**src/rtl/envcfg_pkg.sv**
```systemverilog
package envcfg_pkg;

    localparam int unsigned CFG_W   = 64;
    localparam int unsigned HALF_W  = CFG_W / 2;
    localparam int unsigned ADU_POS = 61;
    localparam int unsigned PMT_POS = 62;
    localparam int unsigned TMR_POS = 63;

    // Low-half fields: fence mode bit 0, cache-block controls 7:4
    localparam logic [CFG_W-1:0] BASE_MASK = 64'h0000_0000_0000_00F1;
    localparam logic [CFG_W-1:0] EXT_FIELDS =
        (64'd1 << ADU_POS) | (64'd1 << PMT_POS) | (64'd1 << TMR_POS);

    typedef enum logic [2:0] {
        TGT_NONE,
        TGT_M_LO,
        TGT_M_HI,
        TGT_H_LO,
        TGT_H_HI
    } csr_tgt_e;

    typedef struct packed {
        logic pmt;
        logic tmr;
        logic adu;
    } ext_set_t;

    typedef struct packed {
        logic             m_wr;
        logic             h_wr;
        logic [CFG_W-1:0] lane;
        logic [CFG_W-1:0] data;
    } wr_req_t;

    function automatic logic [CFG_W-1:0] ext_bits(ext_set_t e);
        logic [CFG_W-1:0] r;
        r = '0;
        r[ADU_POS] = e.adu;
        r[PMT_POS] = e.pmt;
        r[TMR_POS] = e.tmr;
        return r;
    endfunction

    function automatic logic [CFG_W-1:0] reset_word(ext_set_t e);
        logic [CFG_W-1:0] r;
        r = '0;
        r[ADU_POS] = e.adu;
        r[PMT_POS] = e.pmt;
        return r;
    endfunction

    function automatic logic [CFG_W-1:0] merge(logic [CFG_W-1:0] old_v,
                                               logic [CFG_W-1:0] new_v,
                                               logic [CFG_W-1:0] msk);
        return (old_v & ~msk) | (new_v & msk);
    endfunction

endpackage

```
**src/rtl/envcfg_decode.sv**
```systemverilog
module envcfg_decode
    import envcfg_pkg::*;
#(
    parameter int unsigned ADDR_W  = 12,
    parameter logic [ADDR_W-1:0] M_ADDR  = 12'h30A,
    parameter logic [ADDR_W-1:0] MH_ADDR = 12'h31A,
    parameter logic [ADDR_W-1:0] H_ADDR  = 12'h60A,
    parameter logic [ADDR_W-1:0] HH_ADDR = 12'h61A
) (
    input  logic              clk,
    input  logic              rst,
    input  logic              rv64,
    input  logic              sel,
    input  logic              we,
    input  logic [ADDR_W-1:0] addr,
    input  logic [CFG_W-1:0]  wdata,
    output csr_tgt_e          tgt,
    output logic              miss,
    output wr_req_t           wr
);

    localparam logic [CFG_W-1:0] LO_LANE = {{HALF_W{1'b0}}, {HALF_W{1'b1}}};
    localparam logic [CFG_W-1:0] HI_LANE = {{HALF_W{1'b1}}, {HALF_W{1'b0}}};

    always_comb begin
        tgt = TGT_NONE;
        if (sel) begin
            if (addr == M_ADDR)                 tgt = TGT_M_LO;
            else if (addr == H_ADDR)            tgt = TGT_H_LO;
            else if (addr == MH_ADDR && !rv64)  tgt = TGT_M_HI;
            else if (addr == HH_ADDR && !rv64)  tgt = TGT_H_HI;
        end
    end

    assign miss = sel && (tgt == TGT_NONE);

    always_comb begin
        wr.m_wr = we && (tgt == TGT_M_LO || tgt == TGT_M_HI);
        wr.h_wr = we && (tgt == TGT_H_LO || tgt == TGT_H_HI);
        if (tgt == TGT_M_HI || tgt == TGT_H_HI) begin
            wr.lane = HI_LANE;
            wr.data = {wdata[HALF_W-1:0], {HALF_W{1'b0}}};
        end else if (rv64) begin
            wr.lane = '1;
            wr.data = wdata;
        end else begin
            wr.lane = LO_LANE;
            wr.data = {{HALF_W{1'b0}}, wdata[HALF_W-1:0]};
        end
    end

    // high-half addresses are absent in 64-bit mode
    a_r8_high_absent: assert property (@(posedge clk) disable iff (rst)
        (sel && rv64 && (addr == MH_ADDR || addr == HH_ADDR)) |-> miss);

    // data never lands outside the selected lane
    a_r7_lane_clean: assert property (@(posedge clk) disable iff (rst)
        (wr.m_wr || wr.h_wr) |-> ((wr.data & ~wr.lane) == '0));

endmodule

```
**src/rtl/envcfg_mreg.sv**
```systemverilog
module envcfg_mreg
    import envcfg_pkg::*;
(
    input  logic             clk,
    input  logic             rst,
    input  ext_set_t         ext,
    input  logic             wr_en,
    input  logic [CFG_W-1:0] lane,
    input  logic [CFG_W-1:0] data,
    output logic [CFG_W-1:0] q
);

    logic [CFG_W-1:0] wmask;
    assign wmask = lane & (BASE_MASK | ext_bits(ext));

    always_ff @(posedge clk) begin
        if (rst)        q <= reset_word(ext);
        else if (wr_en) q <= merge(q, data, wmask);
    end

    // an absent extension's bit never moves
    a_r2_pmt_hold: assert property (@(posedge clk) disable iff (rst)
        !ext.pmt |=> q[PMT_POS] == $past(q[PMT_POS]));
    a_r2_tmr_hold: assert property (@(posedge clk) disable iff (rst)
        !ext.tmr |=> q[TMR_POS] == $past(q[TMR_POS]));
    a_r2_adu_hold: assert property (@(posedge clk) disable iff (rst)
        !ext.adu |=> q[ADU_POS] == $past(q[ADU_POS]));

    // reserved bits stay zero
    a_r3_reserved_zero: assert property (@(posedge clk) disable iff (rst)
        (q & ~(BASE_MASK | EXT_FIELDS)) == '0);

    // value right after reset
    a_r4_reset_value: assert property (@(posedge clk) disable iff (rst)
        $past(rst) |-> q == reset_word(ext));

endmodule

```
**src/rtl/envcfg_hreg.sv**
```systemverilog
module envcfg_hreg
    import envcfg_pkg::*;
(
    input  logic             clk,
    input  logic             rst,
    input  ext_set_t         ext,
    input  logic [CFG_W-1:0] m_q,
    input  logic             wr_en,
    input  logic [CFG_W-1:0] lane,
    input  logic [CFG_W-1:0] data,
    output logic [CFG_W-1:0] q,
    output logic [CFG_W-1:0] view
);

    logic [CFG_W-1:0] wmask;
    assign wmask = lane & (BASE_MASK | (m_q & EXT_FIELDS));
    assign view  = q & (~EXT_FIELDS | m_q);

    always_ff @(posedge clk) begin
        if (rst)        q <= reset_word(ext);
        else if (wr_en) q <= merge(q, data, wmask);
    end

    // a cleared machine bit freezes the hypervisor bit on write
    for (genvar g = ADU_POS; g <= TMR_POS; g++) begin : g_gate
        a_r5_gated_write: assert property (@(posedge clk) disable iff (rst)
            (wr_en && !m_q[g]) |=> q[g] == $past(q[g]));
    end

    // reserved bits stay zero
    a_r3_h_reserved_zero: assert property (@(posedge clk) disable iff (rst)
        (q & ~(BASE_MASK | EXT_FIELDS)) == '0);

endmodule

```
**src/rtl/envcfg_pair.sv**
```systemverilog
module envcfg_pair
    import envcfg_pkg::*;
#(
    parameter int unsigned ADDR_W  = 12,
    parameter logic [ADDR_W-1:0] M_ADDR  = 12'h30A,
    parameter logic [ADDR_W-1:0] MH_ADDR = 12'h31A,
    parameter logic [ADDR_W-1:0] H_ADDR  = 12'h60A,
    parameter logic [ADDR_W-1:0] HH_ADDR = 12'h61A
) (
    input  logic              clk,
    input  logic              rst,
    input  logic              rv64_i,
    input  logic              has_pmt_i,
    input  logic              has_tmr_i,
    input  logic              has_adu_i,
    input  logic              csr_sel_i,
    input  logic              csr_we_i,
    input  logic [ADDR_W-1:0] csr_addr_i,
    input  logic [63:0]       csr_wdata_i,
    output logic [63:0]       csr_rdata_o,
    output logic              csr_miss_o,
    output logic              host_pmt_en_o,
    output logic              host_adu_en_o,
    output logic              guest_pmt_en_o,
    output logic              guest_adu_en_o,
    output logic              s_tmr_en_o,
    output logic              vs_tmr_en_o
);

    ext_set_t         ext;
    csr_tgt_e         tgt;
    wr_req_t          wr;
    logic [CFG_W-1:0] m_q, h_q, h_view, word;

    assign ext = '{pmt: has_pmt_i, tmr: has_tmr_i, adu: has_adu_i};

    envcfg_decode #(
        .ADDR_W(ADDR_W), .M_ADDR(M_ADDR), .MH_ADDR(MH_ADDR),
        .H_ADDR(H_ADDR), .HH_ADDR(HH_ADDR)
    ) i_dec (
        .clk(clk), .rst(rst), .rv64(rv64_i), .sel(csr_sel_i), .we(csr_we_i),
        .addr(csr_addr_i), .wdata(csr_wdata_i),
        .tgt(tgt), .miss(csr_miss_o), .wr(wr)
    );

    envcfg_mreg i_mreg (
        .clk(clk), .rst(rst), .ext(ext), .wr_en(wr.m_wr),
        .lane(wr.lane), .data(wr.data), .q(m_q)
    );

    envcfg_hreg i_hreg (
        .clk(clk), .rst(rst), .ext(ext), .m_q(m_q), .wr_en(wr.h_wr),
        .lane(wr.lane), .data(wr.data), .q(h_q), .view(h_view)
    );

    always_comb begin
        word = (tgt == TGT_H_LO || tgt == TGT_H_HI) ? h_view : m_q;
        unique case (tgt)
            TGT_NONE:          csr_rdata_o = '0;
            TGT_M_HI, TGT_H_HI: csr_rdata_o = {{HALF_W{1'b0}}, word[CFG_W-1:HALF_W]};
            default:           csr_rdata_o = rv64_i ? word
                                           : {{HALF_W{1'b0}}, word[HALF_W-1:0]};
        endcase
    end

    assign host_pmt_en_o  = m_q[PMT_POS];
    assign host_adu_en_o  = m_q[ADU_POS];
    assign s_tmr_en_o     = m_q[TMR_POS];
    assign guest_pmt_en_o = m_q[PMT_POS] & h_q[PMT_POS];
    assign guest_adu_en_o = m_q[ADU_POS] & h_q[ADU_POS];
    assign vs_tmr_en_o    = m_q[TMR_POS] & h_q[TMR_POS];

    // a guest enable never stands without its host enable
    a_r10_guest_pmt: assert property (@(posedge clk) disable iff (rst)
        guest_pmt_en_o |-> host_pmt_en_o);
    a_r10_guest_adu: assert property (@(posedge clk) disable iff (rst)
        guest_adu_en_o |-> host_adu_en_o);
    a_r10_guest_tmr: assert property (@(posedge clk) disable iff (rst)
        vs_tmr_en_o |-> s_tmr_en_o);

    // a missed access writes nothing
    a_r8_miss_no_write: assert property (@(posedge clk) disable iff (rst)
        csr_miss_o |=> (m_q == $past(m_q)) && (h_q == $past(h_q)));

    // split-mode reads leave the upper half zero
    a_r7_rv32_upper_zero: assert property (@(posedge clk) disable iff (rst)
        !rv64_i |-> csr_rdata_o[CFG_W-1:HALF_W] == '0);

endmodule

```
**config.mk**
```make
export PLATFORM = sky130hd
export DESIGN_NAME = envcfg_pair
export DESIGN_NICKNAME = d
export VERILOG_FILES = /design/src/rtl/envcfg_pkg.sv /design/src/rtl/envcfg_decode.sv /design/src/rtl/envcfg_mreg.sv /design/src/rtl/envcfg_hreg.sv /design/src/rtl/envcfg_pair.sv
export SDC_FILE = /design/constraint.sdc
export NUM_CORES = 1
export LEC_CHECK = 0
export ABC_AREA = 0
export CAP_MARGIN = 30
export CORE_AREA = 2 2 60 62
export DETAILED_ROUTE_END_ITERATION = 10
export DIE_AREA = 0 0 62 64
export DONT_BUFFER_PORTS = 1
export PLACE_DENSITY = 0.71
export SKIP_LAST_GASP = 1
export SYNTH_ARGS = -nofsm -noshare
export SYNTH_HDL_FRONTEND = slang
export SYNTH_SLANG_ARGS = --single-unit
```
**constraint.sdc**
```tcl
create_clock -name clk -period 1.9 [get_ports clk]
set_input_delay 0 -clock clk [delete_from_list [all_inputs] [get_ports clk]]
set_output_delay 0 -clock clk [all_outputs]
set_load 0.05 [all_outputs]
```
### Word level (Yosys, flattened, before mapping)

Cells that the tools add are included.

| cells by class | value |
|---|---|
| equal/unequal tests | 8 |
| bitwise operators | 14 |
| multiplexer cells | 14 |
| reduce and logical (&&, ||, !) cells | 13 |

Operator list:

| operator | count |
|---|---|
| $and A64 B64 Y64 | 7 |
| $mux W128 | 2 |
| $mux W63 | 4 |
| $mux W64 | 2 |
| $not A64 Y64 | 2 |
| $or A64 B64 Y64 | 2 |
| $pmux W64 S2 | 1 |
| $eq A12 B10 Y1 const B | 2 |
| $eq A12 B11 Y1 const B | 2 |
| $mux W3 | 5 |
| $eq A3 B2 Y1 const B | 2 |
| $logic_and A1 B1 Y1 | 5 |
| $reduce_bool A2 Y1 | 2 |
| $and A1 B1 Y1 | 3 |
| $eq A3 B1 Y1 const B | 1 |
| $eq A3 B3 Y1 const B | 1 |
| $logic_not A3 Y1 | 1 |
| $logic_or A1 B1 Y1 | 3 |
| $reduce_or A2 Y1 | 1 |
| $logic_not A1 Y1 | 1 |

| storage, ports and cells | value |
|---|---|
| bits of input ports | 84 |
| bits in registers | 128 |

### Longest topological paths before layout

| logic depth | value |
|---|---|
| depth in word-level cells | 16 |
| depth in mapped cells | 6 |

### Modules after synthesis

Synthesis repeated with hierarchy kept, for this count alone.

| second synthesis, totals | value |
|---|---|
| cells, all modules | 706 |
| area total of the unflattened synthesis | 5119.9 sq um |

By module, submodules not included:

| module | seq. area each (sq um) | cells an instance | times used | area each (sq um) |
|---|---|---|---|---|
| envcfg_pair | 0.0 | 278 | 1 | 1791.7 |
| envcfg_hreg | 180.2 | 164 | 1 | 1257.5 |
| envcfg_decode | 0.0 | 163 | 1 | 1229.9 |
| envcfg_mreg | 180.2 | 101 | 1 | 840.8 |

### Least setup slack after synthesis

OpenSTA, ideal clock, no wires.

| path | value |
|---|---|
| kind | input -> output |
| from | input csr_addr_i[7] |
| to | output csr_rdata_o[62] |
| slack | 117 ps |
| stages | 4 |
| data arrival time | 1783 ps |
| data required time | 1900 ps |
| cells stage by stage | nor4b_4 > nand4_4 > or4_1 > nor2_1 |

| between the ends | value |
|---|---|
| cells in the longest elaborated chain, start to end | 12 |
| elaborated cells between the ends (all ways) | 20 |

RTL lines:

| what | RTL line | source |
|---|---|---|
| start: declaration | envcfg_pair.sv:18 | `input logic [ADDR_W-1:0] csr_addr_i,` |
| $eq A12 B11 Y1 | envcfg_decode.sv:31 | `else if (addr == HH_ADDR && !rv64) tgt = TGT_H_HI;` |
| $logic_and A1 B1 Y1 | envcfg_decode.sv:31 |  |
| $mux W3 | envcfg_decode.sv:31 |  |
| $mux W3 | envcfg_decode.sv:30 | `else if (addr == MH_ADDR && !rv64) tgt = TGT_M_HI;` |
| $mux W3 | envcfg_decode.sv:29 | `else if (addr == H_ADDR) tgt = TGT_H_LO;` |
| $mux W3 (*) | envcfg_decode.sv:28 | `if (addr == M_ADDR) tgt = TGT_M_LO;` |
| $mux W3 (*) | envcfg_decode.sv:27 | `if (sel) begin` |
| $eq A3 B2 Y1 / $eq A3 B3 Y1 (equally long branches) | envcfg_pair.sv:57, envcfg_pair.sv:58 |  |
| $logic_or A1 B1 Y1 | envcfg_pair.sv:57 | `word = (tgt == TGT_H_LO \|\| tgt == TGT_H_HI) ? h_view : m_q;` |
| $mux W64 | envcfg_pair.sv:57 |  |
| $mux W64 | envcfg_pair.sv:61 | `default: csr_rdata_o = rv64_i ? word` |
| $pmux W64 S2 (*) | envcfg_pair.sv:58 | `unique case (tgt)` |
| end: declaration | envcfg_pair.sv:20 | `output logic [63:0] csr_rdata_o,` |

Mark *: on every way between the ends. The rest lies on a longest branch, timed or not.

==> flow_metrics.py <==
metrics = {
    "outcome": {
        "status": "complete, no violations",
    },
    "setup_path": {
        "startpoint_type": "input pin",
        "path_cells": "nor4b_4 -> nand4_4 -> nor3_4 -> mux2i_1 -> nor2_1 -> dlygate4sd3_1",
        "crit_family": "simple AND/OR/NAND/NOR gates",
        "cp.arrival_ns": 1.90,
        "cpMaxStageDelayCell": "dlygate4sd3_1",
        "crit_path_end_kind": "flop",
        "worstPathRequired_ns": 2.10,
        "crit_buf_inv": 1,
        "crit_type": "input pin to flop",
        "slowest_delay_ns": 0.58,
        "cp_max_fo": 8,
    },
    "global_route": {
        "antenna_found_initial": 0,
        "grtUsageTotal_pct": 17.34,
        "grt_pass1_wl_um": 5023,
        "grt_max_degree": 16,
        "grt_overflow": 0,
        "grt_pass1_vias": 1040,
    },
    "sta": {
        "rsz0062_at_grt": "false",
        "slew_viol_final": 0,
        "final.setup.worst_slack_ns": 0.2036,
        "finalCritPeriodShare_pct": 89.29,
        "tightest_slew_ns": 0.5378,
        "skew_ns": 0.01021,
        "fin_setup_tns_ns": 0,
        "min_period_ns": 1.696,
        "timing.fmax_ghz": 0.5895,
        "slew-limit-headroom_pct": 64.03,
        "hold_violations": 0,
        "hold_slack_ns": 0.01080,
        "setup_violations": 0,
    },
    "placement": {
        "dp_hpwl_um": 2652,
        "place_ws_ns": 0.2505,
        "globalplace.congestion": 0.8683,
        "portBuffers": 0,
    },
    "synthesis": {
        "synthCells": 183,
        "synth_enable_flop_cells": 4,
        "synthDistinctLibCells": 42,
        "ys_seq_area_share_pct": 24.06,
        "ys_async_sr_fraction_pct": 0,
        "synth_ff_type": "dfxtp_1",
        "netlist_area_um2": 1498,
        "ys_seq_elements": 16,
        "syn_area_per_cell_um2": 8.184,
        "yosysWarnings": 0,
    },
    "die": {
        "core_area_um2": 3284,
        "die_width_um": 62,
        "die-height_um": 64,
        "dieArea_um2": 3968,
        "start_util_pct": 45.60,
        "num_rows": 21,
        "pin_count": 155,
    },
    "pwr": {
        "p_seq_share_pct": 37.9,
        "p_clk_share_pct": 25.0,
        "leakage_nw": 0.6573,
        "cellPowerDensity_nw_per_um2": 598.6,
        "switchingPower_w": 0.0004371,
        "switching_share_pct": 45.52,
        "power_w": 0.0009601,
        "p_int_w": 0.0005230,
        "p_comb_share_pct": 37.2,
        "ir_worst_vdd_uv": 401.4,
    },
    "routing": {
        "wire_per_inst_um": 13.73,
        "routed_via_density": 4.752,
        "ant_nets": 0,
        "drc_errors": 0,
        "dr.first_iter.drc_count": 31,
        "dr.pass1.iters": 4,
        "postRouteWirelength_um": 3487,
        "vias": 1207,
    },
    "worst_hold_path": {
        "hold_class": "input pin to flop",
    },
    "clock_tree": {
        "htree_levels": 1,
        "clockBufferDepth": 2,
        "cts.sinks": 16,
        "clockRootBuffer": "clkbuf_4",
        "path_clk_slew_ns": 0.11,
        "cts_tree": "yes",
        "clkLatencyLatePin_ns": 0.30,
        "cts_buffers": 3,
    },
    "job": {
        "drv_cap": 0,
    },
    "final_layout": {
        "nets": 293,
        "drive_gt1_share_pct": 13.46,
        "syn2layout_area_growth_pct": 7.101,
        "antenna_cells": 0,
        "final_core_util_pct": 48.84,
        "nFillCells": 338,
    },
}
[power groups by stage]
stage	sequential, W	clock [W]	combinational (W)
after global routing	0.000365	0.000257	0.000374
after floorplan	0.000382	0	0.000392
after CTS	0.000364	0.000247	0.000354
after detailed placement	0.000371	0	0.000328
final	0.000364	0.000240	0.000357
after global placement	0.000371	0	0.000327
[cells in the final DEF (no fill, tap or decap), types with 3 or more instances in the layout]
cell,synthesis,final
and2_1,3,3
conb_1,1,53
buf_4,53,16
nor3_1,3,3
o21ai_0,9,9
nor2b_1,3,3
nor2_1,23,23
nand2b_1,3,3
a22oi_1,5,5
dfxtp_1,12,12
clkbuf_4,0,3
edfxtp_1,4,4
dlygate4sd3_1,0,12
nand2_1,12,12
mux2i_1,11,11
[cell usage after synthesis, drive strengths merged (2+ instances only)]
cell type | n | area, um2
a21oi | 2 | 10.01
a22oi | 5 | 37.54
a31oi | 2 | 12.51
a32oi | 2 | 17.52
and2 | 3 | 18.77
and4 | 2 | 18.77
buf | 55 | 407.9
clkbuf | 4 | 15.01
dfxtp | 12 | 240.2
edfxtp | 4 | 120.1
inv | 2 | 7.510
mux2i | 11 | 110.1
nand2 | 13 | 51.30
nand2b | 3 | 18.77
nand3 | 2 | 10.01
nand4 | 3 | 33.78
nor2 | 23 | 86.33
nor2b | 3 | 18.77
nor3 | 4 | 31.28
nor3b | 3 | 27.52
nor4b | 2 | 32.53
o21ai | 9 | 45.04
xnor2 | 2 | 17.52
[per-layer routing]
layer / up-vias / part of all wire (%) / track usage, %
met5: - / 0 / 0
met4: 0 / 0.83 / 5.585
met1: 554 / 38 / 21.07
li1: 576 / - / -
met3: 4 / 11 / 5.061
met2: 73 / 50 / 28.52
[layout make-up]
class	count	area (um2)	share of cell area, %
Clock buffer	4	36.28	2.262
Sequential cell	16	360.3	22.46
Tap cell	46	57.56	3.588
Timing Repair Buffer	28	240.2	14.98
Inverter	2	7.507	0.4680
Multi-Input combinational cell	158	902.1	56.24
[worst reg2reg max path: stages (launching register included)]
cell and delay, ns:
edfxtp_1 0.51, nor3b_1 0.19, a31oi_1 0.13, and3_1 0.16, o21ai_0 0.07
[kinds of logic (layout without fill, tap and decap cells)]
logic type      after synthesis  after routing  share of synthesized area (%)
mux                          11             11                          7.352
compound gates               26             26                          11.86
buf+inv                      61             34                          28.74
other cells                   1             53                         0.2504
xor+xnor                      3              3                          1.755
simple gates                 65             65                          25.98
flops                        16             16                          24.06
[metrics by stage]
| stage | instance area [um2] | std cells |
|---|---|---|
| final | 1604 | 254 |
| after global routing | 1604 | 254 |
| after CTS | 1604 | 254 |
| after detailed placement | 1448 | 238 |
| after global placement | 1448 | 238 |
| after floorplan | 1693 | 235 |
[final timing paths]
check                start      endpoint  slack [ns]  cells after the start
min reg2reg           flop          flop        0.50                      2
max          csr_addr_i[7]          flop        0.20                      6
min                    rst  i_hreg.q[61]        0.01                      2
max reg2reg   i_mreg.q[62]  i_mreg.q[62]        0.60                      4
[repair_timing]
| action | in CTS | in global routing |
|---|---|---|
| resized for setup | 0 | 0 |
| hold buffers | 12 | 0 |
| buffers inserted | 0 | 0 |
| endpoints found under the hold margin | 18 | 0 |
Note: power is estimated with default switching activity, not from simulation.
